==> src/rtl/gpio_pkg.sv <==
package gpio_pkg;

    localparam int GPIO_W = 32;

    // Word selected inside a bank's register window
    typedef enum logic [2:0] {
        WSEL_DIR  = 3'd0,
        WSEL_OUT  = 3'd1,
        WSEL_SET  = 3'd2,
        WSEL_CLR  = 3'd3,
        WSEL_IN   = 3'd4,
        WSEL_NONE = 3'd7
    } wsel_e;

    // Registered state of one bank
    typedef struct packed {
        logic [GPIO_W-1:0] dir;
        logic [GPIO_W-1:0] dout;
    } bank_state_t;

endpackage

==> src/rtl/gpio_addr_dec.sv <==
module gpio_addr_dec
    import gpio_pkg::*;
#(
    parameter int ADDR_W    = 8,
    parameter int NUM_BANKS = 5,
    parameter int BASE_OFF  = 'h10,
    parameter int STRIDE    = 'h28,
    localparam int BANK_W   = (NUM_BANKS > 1) ? $clog2(NUM_BANKS) : 1
) (
    input  logic [ADDR_W-1:0] addr,
    output logic              hit,
    output logic [BANK_W-1:0] bank,
    output wsel_e             wsel
);

    localparam int DATA_WORDS = 5;

    logic [31:0] word_addr;

    always_comb begin
        word_addr = 32'({addr[ADDR_W-1:2], 2'b00});
        hit       = 1'b0;
        bank      = '0;
        wsel      = WSEL_NONE;
        for (int b = 0; b < NUM_BANKS; b++) begin
            int base_b;
            int rel;
            base_b = BASE_OFF + b * STRIDE;
            rel    = int'(word_addr) - base_b;
            if (rel >= 0 && rel < DATA_WORDS * 4) begin
                hit  = 1'b1;
                bank = BANK_W'(b);
                wsel = wsel_e'(3'(rel / 4));
            end
        end
    end

endmodule

==> src/rtl/gpio_sync.sv <==
module gpio_sync #(
    parameter int WIDTH  = 32,
    parameter int STAGES = 2
) (
    input  logic             clk,
    input  logic             rst_n,
    input  logic [WIDTH-1:0] async_in,
    output logic [WIDTH-1:0] sync_out
);

    logic [STAGES-1:0][WIDTH-1:0] chain_d, chain_q;

    always_comb begin
        chain_d[0] = async_in;
        for (int s = 1; s < STAGES; s++) begin
            chain_d[s] = chain_q[s-1];
        end
    end

    always_ff @(posedge clk or negedge rst_n) begin
        if (!rst_n) chain_q <= '0;
        else        chain_q <= chain_d;
    end

    assign sync_out = chain_q[STAGES-1];

endmodule

==> src/rtl/gpio_bank.sv <==
module gpio_bank
    import gpio_pkg::*;
#(
    parameter int SYNC_STAGES = 2
) (
    input  logic              clk,
    input  logic              rst_n,
    input  logic              wr_sel,
    input  wsel_e             wsel,
    input  logic [GPIO_W-1:0] wdata,
    input  logic [GPIO_W-1:0] pins,
    output logic [GPIO_W-1:0] dir,
    output logic [GPIO_W-1:0] dout,
    output logic [GPIO_W-1:0] din
);

    bank_state_t st_d, st_q;

    always_comb begin
        st_d = st_q;
        if (wr_sel) begin
            unique case (wsel)
                WSEL_DIR: st_d.dir  = wdata;
                WSEL_OUT: st_d.dout = wdata;
                WSEL_SET: st_d.dout = st_q.dout | wdata;
                WSEL_CLR: st_d.dout = st_q.dout & ~wdata;
                default:  st_d      = st_q;
            endcase
        end
    end

    always_ff @(posedge clk or negedge rst_n) begin
        if (!rst_n) begin
            st_q.dir  <= '1;
            st_q.dout <= '0;
        end else begin
            st_q <= st_d;
        end
    end

    gpio_sync #(
        .WIDTH  (GPIO_W),
        .STAGES (SYNC_STAGES)
    ) u_sync (
        .clk      (clk),
        .rst_n    (rst_n),
        .async_in (pins),
        .sync_out (din)
    );

    assign dir  = st_q.dir;
    assign dout = st_q.dout;

endmodule

==> src/rtl/gpio_multibank.sv <==
module gpio_multibank
    import gpio_pkg::*;
#(
    parameter int ADDR_W      = 8,
    parameter int NUM_BANKS   = 5,
    parameter int BASE_OFF    = 'h10,
    parameter int STRIDE      = 'h28,
    parameter int SYNC_STAGES = 2,
    localparam int PINS       = NUM_BANKS * GPIO_W
) (
    input  logic              clk,
    input  logic              rst_n,
    input  logic              wr_en,
    input  logic [ADDR_W-1:0] addr,
    input  logic [31:0]       wdata,
    output logic [31:0]       rdata,
    input  logic [PINS-1:0]   pin_in,
    output logic [PINS-1:0]   pin_oe,
    output logic [PINS-1:0]   pin_out
);

    localparam int BANK_W = (NUM_BANKS > 1) ? $clog2(NUM_BANKS) : 1;

    logic              dec_hit;
    logic [BANK_W-1:0] dec_bank;
    wsel_e             dec_wsel;

    logic [NUM_BANKS-1:0][GPIO_W-1:0] bank_dir, bank_dout, bank_din;

    gpio_addr_dec #(
        .ADDR_W    (ADDR_W),
        .NUM_BANKS (NUM_BANKS),
        .BASE_OFF  (BASE_OFF),
        .STRIDE    (STRIDE)
    ) u_dec (
        .addr (addr),
        .hit  (dec_hit),
        .bank (dec_bank),
        .wsel (dec_wsel)
    );

    for (genvar b = 0; b < NUM_BANKS; b++) begin : g_bank
        logic sel;
        assign sel = wr_en && dec_hit && (dec_bank == BANK_W'(b));

        gpio_bank #(
            .SYNC_STAGES (SYNC_STAGES)
        ) u_bank (
            .clk    (clk),
            .rst_n  (rst_n),
            .wr_sel (sel),
            .wsel   (dec_wsel),
            .wdata  (wdata),
            .pins   (pin_in[b*GPIO_W +: GPIO_W]),
            .dir    (bank_dir[b]),
            .dout   (bank_dout[b]),
            .din    (bank_din[b])
        );

        assign pin_oe[b*GPIO_W +: GPIO_W]  = ~bank_dir[b];
        assign pin_out[b*GPIO_W +: GPIO_W] = bank_dout[b];
    end

    always_comb begin
        rdata = '0;
        if (dec_hit) begin
            unique case (dec_wsel)
                WSEL_DIR:           rdata = bank_dir[dec_bank];
                WSEL_OUT, WSEL_SET,
                WSEL_CLR:           rdata = bank_dout[dec_bank];
                WSEL_IN:            rdata = bank_din[dec_bank];
                default:            rdata = '0;
            endcase
        end
    end

endmodule

==> config.mk <==
export PLATFORM = sky130hd
export DESIGN_NAME = gpio_multibank
export DESIGN_NICKNAME = d
export VERILOG_FILES = /design/src/rtl/gpio_pkg.sv /design/src/rtl/gpio_addr_dec.sv /design/src/rtl/gpio_sync.sv /design/src/rtl/gpio_bank.sv /design/src/rtl/gpio_multibank.sv
export SDC_FILE = /design/constraint.sdc
export NUM_CORES = 1
export LEC_CHECK = 0
export BUFFER_PORTS_ARGS = -buffer_cell sky130_fd_sc_hd__buf_2
export CORE_ASPECT_RATIO = 0.6
export CORE_MARGIN = 5
export CORE_UTILIZATION = 50
export DETAILED_ROUTE_END_ITERATION = 8
export HOLD_SLACK_MARGIN = 0.12
export PLACE_DENSITY = 0.74
export REMOVE_ABC_BUFFERS = 1
export SLEW_MARGIN = 20
export SYNTH_ARGS = -nofsm -noshare
export SYNTH_HDL_FRONTEND = slang
export SYNTH_SLANG_ARGS = --single-unit
==> constraint.sdc <==
create_clock -name clk -period 4.45 [get_ports clk]
set_clock_uncertainty 0.2 [all_clocks]
set_input_delay 0.6675 -clock clk [delete_from_list [all_inputs] [get_ports clk]]
set_output_delay 0.6675 -clock clk [all_outputs]
set_load 0.01 [all_outputs]
After elaboration in Yosys (flattened, before gate mapping)
Cells that the tools add are included.
{"block": "totals", "regBits": 640, "input_bits": 203, "out_inout_bits": 352}
{"block": "classes", "addsub": 10, "magnitude_cmp": 11, "n_eq_ne": 8, "mux": 27, "bitwise_logic": 21, "n_reduce_logical": 30}
{"operator": "$pmux W32 S3", "count": 6}
{"operator": "$bmux W32 S3", "count": 3}
{"operator": "$not A32 Y32", "count": 6}
{"operator": "$and A32 B32 Y32", "count": 5}
{"operator": "$or A32 B32 Y32", "count": 5}
{"operator": "$mux W32", "count": 4}
{"operator": "$ge A9 B1 Y1 const B", "count": 5}
{"operator": "$lt A9 B6 Y1 const B", "count": 5}
{"operator": "$reduce_and A2 Y1", "count": 10}
{"operator": "$mux W3", "count": 6}
{"operator": "$sub A8 B8 Y9 const B", "count": 2}
{"operator": "$add A3 B1 Y3", "count": 5}
{"operator": "$eq A3 B2 Y1 const B", "count": 4}
{"operator": "$logic_and A1 B1 Y1", "count": 11}
{"operator": "$reduce_or A2 Y1", "count": 5}
{"operator": "$sub A8 B5 Y9 const B", "count": 1}
{"operator": "$sub A8 B6 Y9 const B", "count": 1}
{"operator": "$sub A8 B7 Y9 const B", "count": 1}
{"operator": "$eq A3 B1 Y1 const B", "count": 2}
{"operator": "$eq A3 B3 Y1 const B", "count": 2}
{"operator": "$logic_not A3 Y1", "count": 2}
{"operator": "$mux W1", "count": 6}
{"operator": "$and A1 B1 Y1", "count": 5}
{"operator": "$lt A3 B4 Y1 const B", "count": 1}
{"operator": "other kinds (3)", "count": 4}

Logic depth before layout (Yosys ltp)
Gate-level depths: netlist of run 1.
{"block": "logic_depth", "ltp_word": 13, "ltp_mapped": 16}

Hierarchy
From an unflattened synthesis of run 1, not the netlist that was laid out.
{"block": "unflattened", "hier_cells": 1976, "area_unflattened_um2": 26357.8}
{"module": "gpio_bank", "n_inst": 5, "cells_per_inst": 178, "area_per_inst_um2": 2598.7, "seq_area_each_um2": 1641.6}
{"module": "gpio_sync", "n_inst": 5, "cells_per_inst": 64, "area_per_inst_um2": 1601.5, "seq_area_each_um2": 1601.5}
{"module": "gpio_multibank", "n_inst": 1, "cells_per_inst": 698, "area_per_inst_um2": 4817.1, "seq_area_each_um2": 0.0}
{"module": "gpio_addr_dec", "n_inst": 1, "cells_per_inst": 68, "area_per_inst_um2": 539.3, "seq_area_each_um2": 0.0}

Worst setup path before layout of run 1
Ideal clock, no wire load.
{"block": "synth_path", "path_kind": "input port to output port", "startpoint": "input port addr[3]", "endpoint": "output port rdata[30]", "arrival_time_ns": 3.308, "setup_slack_ns": 0.275, "cell_stages": 15, "path_cell_list": "buf_2 inv_1 ha_1 a21o_1 a21o_1 buf_2 nand2_1 a21oi_1 o32a_2 buf_4 nor2_4 buf_6 buf_2 a21oi_1 a311oi_1"}
{"block": "synth_via", "elab_chain_len": 12}
{"item": "start: declaration", "line_no": "gpio_multibank.sv:14", "text": "input logic [ADDR_W-1:0] addr,"}
{"item": "$sub A8 B5 Y9", "line_no": "gpio_addr_dec.sv:29", "text": "rel = int'(word_addr) - base_b;"}
{"item": "$ge A9 B1 Y1 (tied with other cells)", "line_no": "gpio_addr_dec.sv:30", "text": "if (rel >= 0 && rel < DATA_WORDS * 4) begin"}
{"item": "$logic_and A1 B1 Y1 / $add A3 B1 Y3 (equally long branches)"}
{"item": "$mux W3 (5 in a row)", "line_no": "gpio_addr_dec.sv:30"}
{"item": "$eq A3 B1 Y1 / $eq A3 B2 Y1 (equally long branches)", "line_no": "gpio_multibank.sv:67", "text": "unique case (dec_wsel)"}
{"item": "$reduce_or A3 Y1", "line_no": "gpio_multibank.sv:67"}
{"item": "$pmux W32 S3", "line_no": "gpio_multibank.sv:67"}
{"item": "$mux W32 *", "line_no": "gpio_multibank.sv:66", "text": "if (dec_hit) begin"}
{"item": "end: declaration", "line_no": "gpio_multibank.sv:16", "text": "output logic [31:0] rdata,"}
Mark *: on every way between the ends. The rest lies on a longest branch, timed or not. The select of a mux whose other input is x is not followed.

Worst setup path after layout of run 1
{"block": "layout_path", "startpoint": "input port addr[4]", "endpoint": "output port rdata[3]"}
The elaborated chain is that of the path after synthesis.

==> results of run 1 <==
## worst max-delay path: stages
cell and delay (ns):
buf_2 0.13, ha_1 0.24, and4b_1 0.26, o2111a_4 0.35, buf_16 0.21, a221o_1 0.34
a21oi_4 0.20, or2_4 0.26, mux2_2 0.37, a32oi_1 0.22, o31ai_2 0.12, buf_2 0.15
## power by group through the flow
stage               Combinational [mW]  Clock [mW]  Sequential [mW]
finish                            2.14        5.10             6.54
global route                      2.28        5.40             6.58
CTS                               2.05        5.12             6.53
detailed placement                1.92           0             6.63
global placement                  1.88           0             6.60
floorplan                        0.784           0             6.64
## worst paths after layout
| check | start | to | slack, ns | cells past startpoint |
|---|---|---|---|---|
| hold / removal | g_bank[4].u_bank.u_sync.chain_d[51] | g_bank[4].u_bank.u_sync.sync_out[19] | 0.13 | 0 |
| max in group asynchronous | rst_n | g_bank[0].u_bank.u_sync.chain_d[40] | 2.35 | 3 |
| min in group asynchronous | rst_n | g_bank[2].u_bank.dout[5] | 0.51 | 2 |
| setup / recovery | addr[4] | rdata[3] | 0.03 | 12 |
| hold reg to reg | g_bank[4].u_bank.u_sync.chain_d[51] | g_bank[4].u_bank.u_sync.sync_out[19] | 0.13 | 0 |
| setup reg to reg | g_bank[0].u_bank.dout[12] | g_bank[0].u_bank.dout[12] | 3.22 | 2 |
## synthesized netlist by cell type, types with 3 or more instances
| library cell | number | area share, % |
|---|---|---|
| dfstp_2 | 160 | 16 |
| ha_1 | 12 | 0.58 |
| buf_1 | 31 | 0.45 |
| mux2i_1 | 6 | 0.23 |
| o221ai_1 | 37 | 1.2 |
| o2111a_1 | 3 | 0.13 |
| mux2_1 | 59 | 2.6 |
| nand4_1 | 3 | 0.072 |
| clkbuf_1 | 123 | 1.8 |
| mux2_2 | 106 | 4.6 |
| o22ai_1 | 145 | 3.5 |
| o21ai_0 | 120 | 2.3 |
| a21oi_1 | 67 | 1.3 |
| xnor2_1 | 3 | 0.10 |
| nand2_1 | 167 | 2.4 |
| nor3b_1 | 64 | 1.8 |
| a21o_1 | 3 | 0.086 |
| buf_2 | 39 | 0.75 |
| nand3_1 | 5 | 0.096 |
| a32o_1 | 32 | 1.2 |
| buf_4 | 10 | 0.29 |
| a221oi_1 | 29 | 0.97 |
| and3_1 | 33 | 0.79 |
| a31oi_1 | 33 | 0.79 |
| nor3_1 | 28 | 0.54 |
| and2_1 | 32 | 0.77 |
| a211o_1 | 32 | 1.1 |
| nor2b_1 | 3 | 0.072 |
| dfrtp_1 | 480 | 46 |
| nor2_1 | 38 | 0.55 |
| a21oi_2 | 4 | 0.13 |
| a22o_1 | 64 | 2.2 |
| a32oi_1 | 5 | 0.17 |
| o31ai_1 | 5 | 0.14 |
| inv_1 | 169 | 2.4 |
## registers in the layout, summed over array words and instances (netlist names)
register / count
g_bank.u_bank.u_sync.chain_d: 160
g_bank.u_bank.u_sync.sync_out: 160
g_bank.u_bank.dout: 160
g_bank.u_bank.dir: 160
## through the flow
| stage | setup TNS, ns | instance area (um^2) | setup WS (ns) | std cells |
|---|---|---|---|---|
| 2_1_floorplan | -604.96 | 25200 | -2.17 | 1984 |
| 5_1_grt | -0.397 | 34100 | -0.0969 | 3630 |
| 3_5_place_dp | -2.60 | 30200 | -0.236 | 3350 |
| 3_3_place_gp | -1.52 | 30100 | -0.179 | 3349 |
| 4_1_cts | -0.164 | 33700 | -0.0345 | 3617 |
| 6_report | 0 | 34100 | 0.0266 | 3630 |
## layer usage
layer	track usage [%]	vias up	wire [um]
met5	0	-	13
met4	12.7	2	4450
met3	8.97	332	10800
met2	51.2	1468	44700
met1	42.4	11100	36500
li1	-	9188	-
## timing repair
| item | in CTS | in global routing |
|---|---|---|
| pin swaps | 2 | 11 |
| gates cloned | 1 | 3 |
| setup endpoints to repair | 27 | 32 |
| endpoints found under the hold margin | 204 | 0 |
| setup buffers | 0 | 8 |
| resized for setup | 7 | 45 |
| hold buffers | 161 | 0 |
## logic make-up (layout without fill, tap and decap cells)
kind of cell    after synthesis  count (layout)  synth area share [%]
simple gates                396             398                  8.12
buf+inv                     374            1118                  5.78
flops                       640             640                  62.2
compound gates              592             592                  15.8
mux                         171             171                  7.36
xor+xnor                      4               4                 0.135
fa+ha+maj                    12              12                 0.576
other cells                   0               2                     0
## final cells by class
cell class / count / area, um^2
fill: 3669 / 17200
sequential: 640 / 16200
timing repair buffer: 844 / 5840
multi-input combinational: 1177 / 8610
antenna: 2 / 5.00
clock inverter: 23 / 322
tap: 693 / 867
clock buffer: 82 / 1580
inverter: 169 / 634
==> results.json, run 1 <==
{
  "status": "finished, final reports clean",
  "layout_common_cells": "buf_2 (551), dfrtp_1 (480), inv_1 (169)",
  "antenna_left": 0,
  "utilization_pct": 66.5,
  "initial_utilization_pct": 50.8,
  "syn-cell-area_um2": 26100,
  "max_slew.worst_pin.slew_ns": 0.744,
  "nets": 3103,
  "ys_warn_count": 0,
  "vias": 22100,
  "portBuffers": 552,
  "via_per_inst": 6.10,
  "p_switching_mw": 3.76,
  "grtUsageTotal_pct": 32.2,
  "slew_viol_final": 0,
  "ir_drop_v": 0.000290,
  "postSynth.asyncResetShare_pct": 100,
  "cts_num_sinks": 640,
  "cts_buffers": 56,
  "dp.final_hpwl_mm": 61.2,
  "cp-start-kind": "input port",
  "pwr-share-clk_pct": 37.0,
  "powerDensity_nw_per_um2": 405,
  "die_x_um": 305,
  "grt_pass1_vias": 22700,
  "final-hold-violation-count": 0,
  "grt_max_degree": 113,
  "seq_power_share_pct": 47.4,
  "ys_seq_area_share_pct": 62.2,
  "path_clk_slew_ns": 0.07,
  "drt-wirelength-per-cell_um": 26.6,
  "rows": 64,
  "place_congestion": 0.876,
  "wirelength_mm": 96.5,
  "grt_overflow": 0,
  "cellLeakagePower_nw": 15.8,
  "die_y_um": 187,
  "coreArea_um2": 51200,
  "hold_class": "flip-flop to flip-flop",
  "critPathArrivalTime_ns": 3.56,
  "synth_ff_type": "dfrtp_1",
  "avgSynthCellArea_um2": 11.9,
  "drive_gt1_share_pct": 37.4,
  "cts_tree": "built",
  "area_delta_synth_final_pct": 30.8,
  "hold_slack_ns": 0.131,
  "rsz0062_at_grt": "true",
  "clkLatencyLatePin_ns": 0.60,
  "swShare_pct": 27.3,
  "total_power_mw": 13.8,
  "cp.required_ns": 3.58,
  "die_area_um2": 56900,
  "period_minus_slack_ns": 4.42,
  "drtIter0Drc": 2511,
  "end_kind": "output port",
  "worst-setup-path-type": "input port to output port",
  "intPower_mw": 10.0,
  "grt_first_pass_wirelength_mm": 141,
  "ctsLongestPathBuffers": 3,
  "yosysUniqueCellTypes": 68,
  "ys_seq_elements": 640,
  "max-slew-margin-rel_pct": 50.4,
  "comb_power_share_pct": 15.5,
  "antenna_found_initial": 3,
  "final_common_cell": "buf_2",
  "dr.pass1.iters": 5,
  "maxCapViolations": 0,
  "synth_cells": 2189,
  "fin_crit_sh_pct": 99.4,
  "synth-edff-count": 0,
  "h-tree-depth": 2,
  "cts_root_buf": "clkbuf_16",
  "path_max_fanout": 32,
  "setup_viol": 0,
  "drc": 0,
  "fmax_mhz": 226,
  "io_pins": 555
}
Power figures use the tool's default switching activity.
==> inputs of run 2 (changes only) <==
--- a/config.mk
+++ b/config.mk
@@ -7,2 +7,3 @@
 export LEC_CHECK = 0
+export ABC_CLOCK_PERIOD_IN_PS = 4450
 export BUFFER_PORTS_ARGS = -buffer_cell sky130_fd_sc_hd__buf_2
--- a/constraint.sdc
+++ b/constraint.sdc
@@ -4,2 +4,2 @@
 set_output_delay 0.6675 -clock clk [all_outputs]
-set_load 0.01 [all_outputs]
+set_load 0.1 [all_outputs]
==> run 2 against run 1 <==
Effect of this change:
- total power grew 17%
- first-iteration DRC count up 5.2%
- critical path type unchanged
- core utilization rose by 2.1 points
- wire length is 0.68% higher
- clock power increased by 1%
==> results.json, run 2 (synthesis gave the netlist of run 1 again) <==
{
  "status": "finished, final reports clean",
  "period_minus_slack_ns": 4.42,
  "fmax_mhz": 226,
  "cts_tree": "built",
  "maxCapViolations": 0,
  "via_per_inst": 6.09,
  "rsz0062_at_grt": "true",
  "utilization_pct": 68.6,
  "critPathMaxStageDelay_ns": 0.41,
  "dp.final_hpwl_mm": 62.4,
  "area_delta_synth_final_pct": 34.9,
  "slew_viol_final": 0,
  "setup_viol": 0,
  "path_max_fanout": 18,
  "fin_cells": 3663,
  "cp.required_ns": 3.58,
  "die_x_um": 305,
  "powerDensity_nw_per_um2": 461,
  "antenna_left": 0,
  "die_area_um2": 56900,
  "portBuffers": 552,
  "cts_root_buf": "clkbuf_16",
  "ir_drop_v": 0.000387,
  "fin_crit_sh_pct": 99.3,
  "max_slew.worst_pin.slew_ns": 0.793,
  "path_clk_slew_ns": 0.07,
  "drtIter0Drc": 2642,
  "final-hold-violation-count": 0,
  "max-slew-margin-rel_pct": 47.2,
  "cts_buffers": 56,
  "place_inst": 3375,
  "hold_class": "flip-flop to flip-flop",
  "drc": 0,
  "io_pins": 555,
  "worst-setup-path-type": "input port to output port",
  "rows": 64,
  "final_common_cell": "buf_2",
  "drt-wirelength-per-cell_um": 26.5,
  "grt_first_pass_wirelength_mm": 144,
  "hold_slack_ns": 0.129,
  "coreArea_um2": 51200,
  "reg2reg_slack_ns": 3.24,
  "cts_num_sinks": 640,
  "drive_gt1_share_pct": 39.5,
  "antenna_found_initial": 3,
  "h-tree-depth": 2,
  "cp-start-kind": "input port",
  "grt_pass1_vias": 23100,
  "grtUsageTotal_pct": 32.6,
  "end_kind": "output port",
  "wirelength_mm": 97.1,
  "place_congestion": 0.887,
  "dr.pass1.iters": 6,
  "slowest_stage": "a221oi_2",
  "cellLeakagePower_nw": 16.2,
  "initial_utilization_pct": 50.8,
  "fill_cells": 3503,
  "critPathArrivalTime_ns": 3.55,
  "ctsLongestPathBuffers": 3,
  "timing.setup.tns_ns": 0,
  "path_cells": "clkbuf_4, inv_2, ha_2, buf_4, a211oi_4, and3_4, a21oi_2, o32a_4, buf_12, o21ai_0, o21ai_0, a221oi_2, a21oi_2, buf_12",
  "vias": 22300,
  "nets": 3135,
  "grt_overflow": 0,
  "grt_max_degree": 118,
  "layout_common_cells": "buf_2 (518), dfrtp_1 (480), inv_1 (167)",
  "die_y_um": 187,
  "clkLatencyLatePin_ns": 0.60
}
run 2: cell count changes in the layout (fill, tap and decap cells not counted), sizes merged:
cell / change
clkbuf: -7
nor2: -1
buf: +31
inv: -1
clkinvlp: +4
clkinv: +5
bufbuf: +1
or2: -1
diode: +2
run 2: timing repair:
| action | CTS | global route |
|---|---|---|
| buffers inserted | 3 | 12 |
| cloned | 1 | 3 |
| hold buffers | 161 | 0 |
| pin swaps | 14 | 24 |
| endpoints found under the setup margin | 32 | 32 |
| resized for setup | 34 | 52 |
| hold endpoints to repair | 216 | 0 |
run 2: metal layers:
metal	global-route usage, %	part of all wire, %
met3	9.13	12
met5	0	0.014
met4	13.5	4.9
met1	43.2	37
met2	51.2	46
run 2: layout make-up:
| type | count | area (um^2) | area share, % |
|---|---|---|---|
| diodes | 4 | 10.0 | 0.0285 |
| clock buffers | 73 | 1560 | 4.42 |
| clock inverters | 31 | 389 | 1.11 |
| inverters | 169 | 634 | 1.80 |
| multi-input cells | 1175 | 8780 | 25.0 |
| flip-flops and latches | 640 | 16200 | 46.1 |
| well taps | 693 | 867 | 2.47 |
| repair buffers | 878 | 6700 | 19.1 |
run 2: report_power, final:
group	total (mW)	internal (mW)	switching, mW
Combinational	4.50	1.12	3.38
Sequential	6.55	6.25	0.302
Clock	5.15	2.89	2.26
Total	16.2	10.3	5.94
run 2: metrics by stage:
stage	area [um^2]	setup WS (ns)	power, mW
after floorplan	25200	-3.75	9.49
after global placement	30900	-0.159	10.8
after detailed placement	31000	-0.202	10.9
after CTS	34700	-0.0235	16.1
after global routing	35100	-0.0458	16.7
final	35200	0.0331	16.2
run 2: worst paths after layout:
check / startpoint / endpoint / depth (start not counted)
min in group asynchronous: rst_n / g_bank[2].u_bank.dout[12] / 2
worst min register to register: g_bank[3].u_bank.u_sync.chain_d[48] / g_bank[3].u_bank.u_sync.sync_out[16] / 0
max in group asynchronous: rst_n / g_bank[4].u_bank.u_sync.sync_out[24] / 3
worst min-delay path: g_bank[3].u_bank.u_sync.chain_d[48] / g_bank[3].u_bank.u_sync.sync_out[16] / 0
worst max-delay path: addr[3] / rdata[27] / 14
worst max register to register: g_bank[0].u_bank.dout[13] / g_bank[0].u_bank.dout[13] / 2
run 2: worst max-delay path, delay by kind of cell:
family | cells | cell delay (ns)
AO/OA/AOI/OAI | 7 | 1.59
adder cells (fa/ha/maj) | 1 | 0.21
AND/OR/NAND/NOR | 1 | 0.30
buffers and inverters | 5 | 0.74
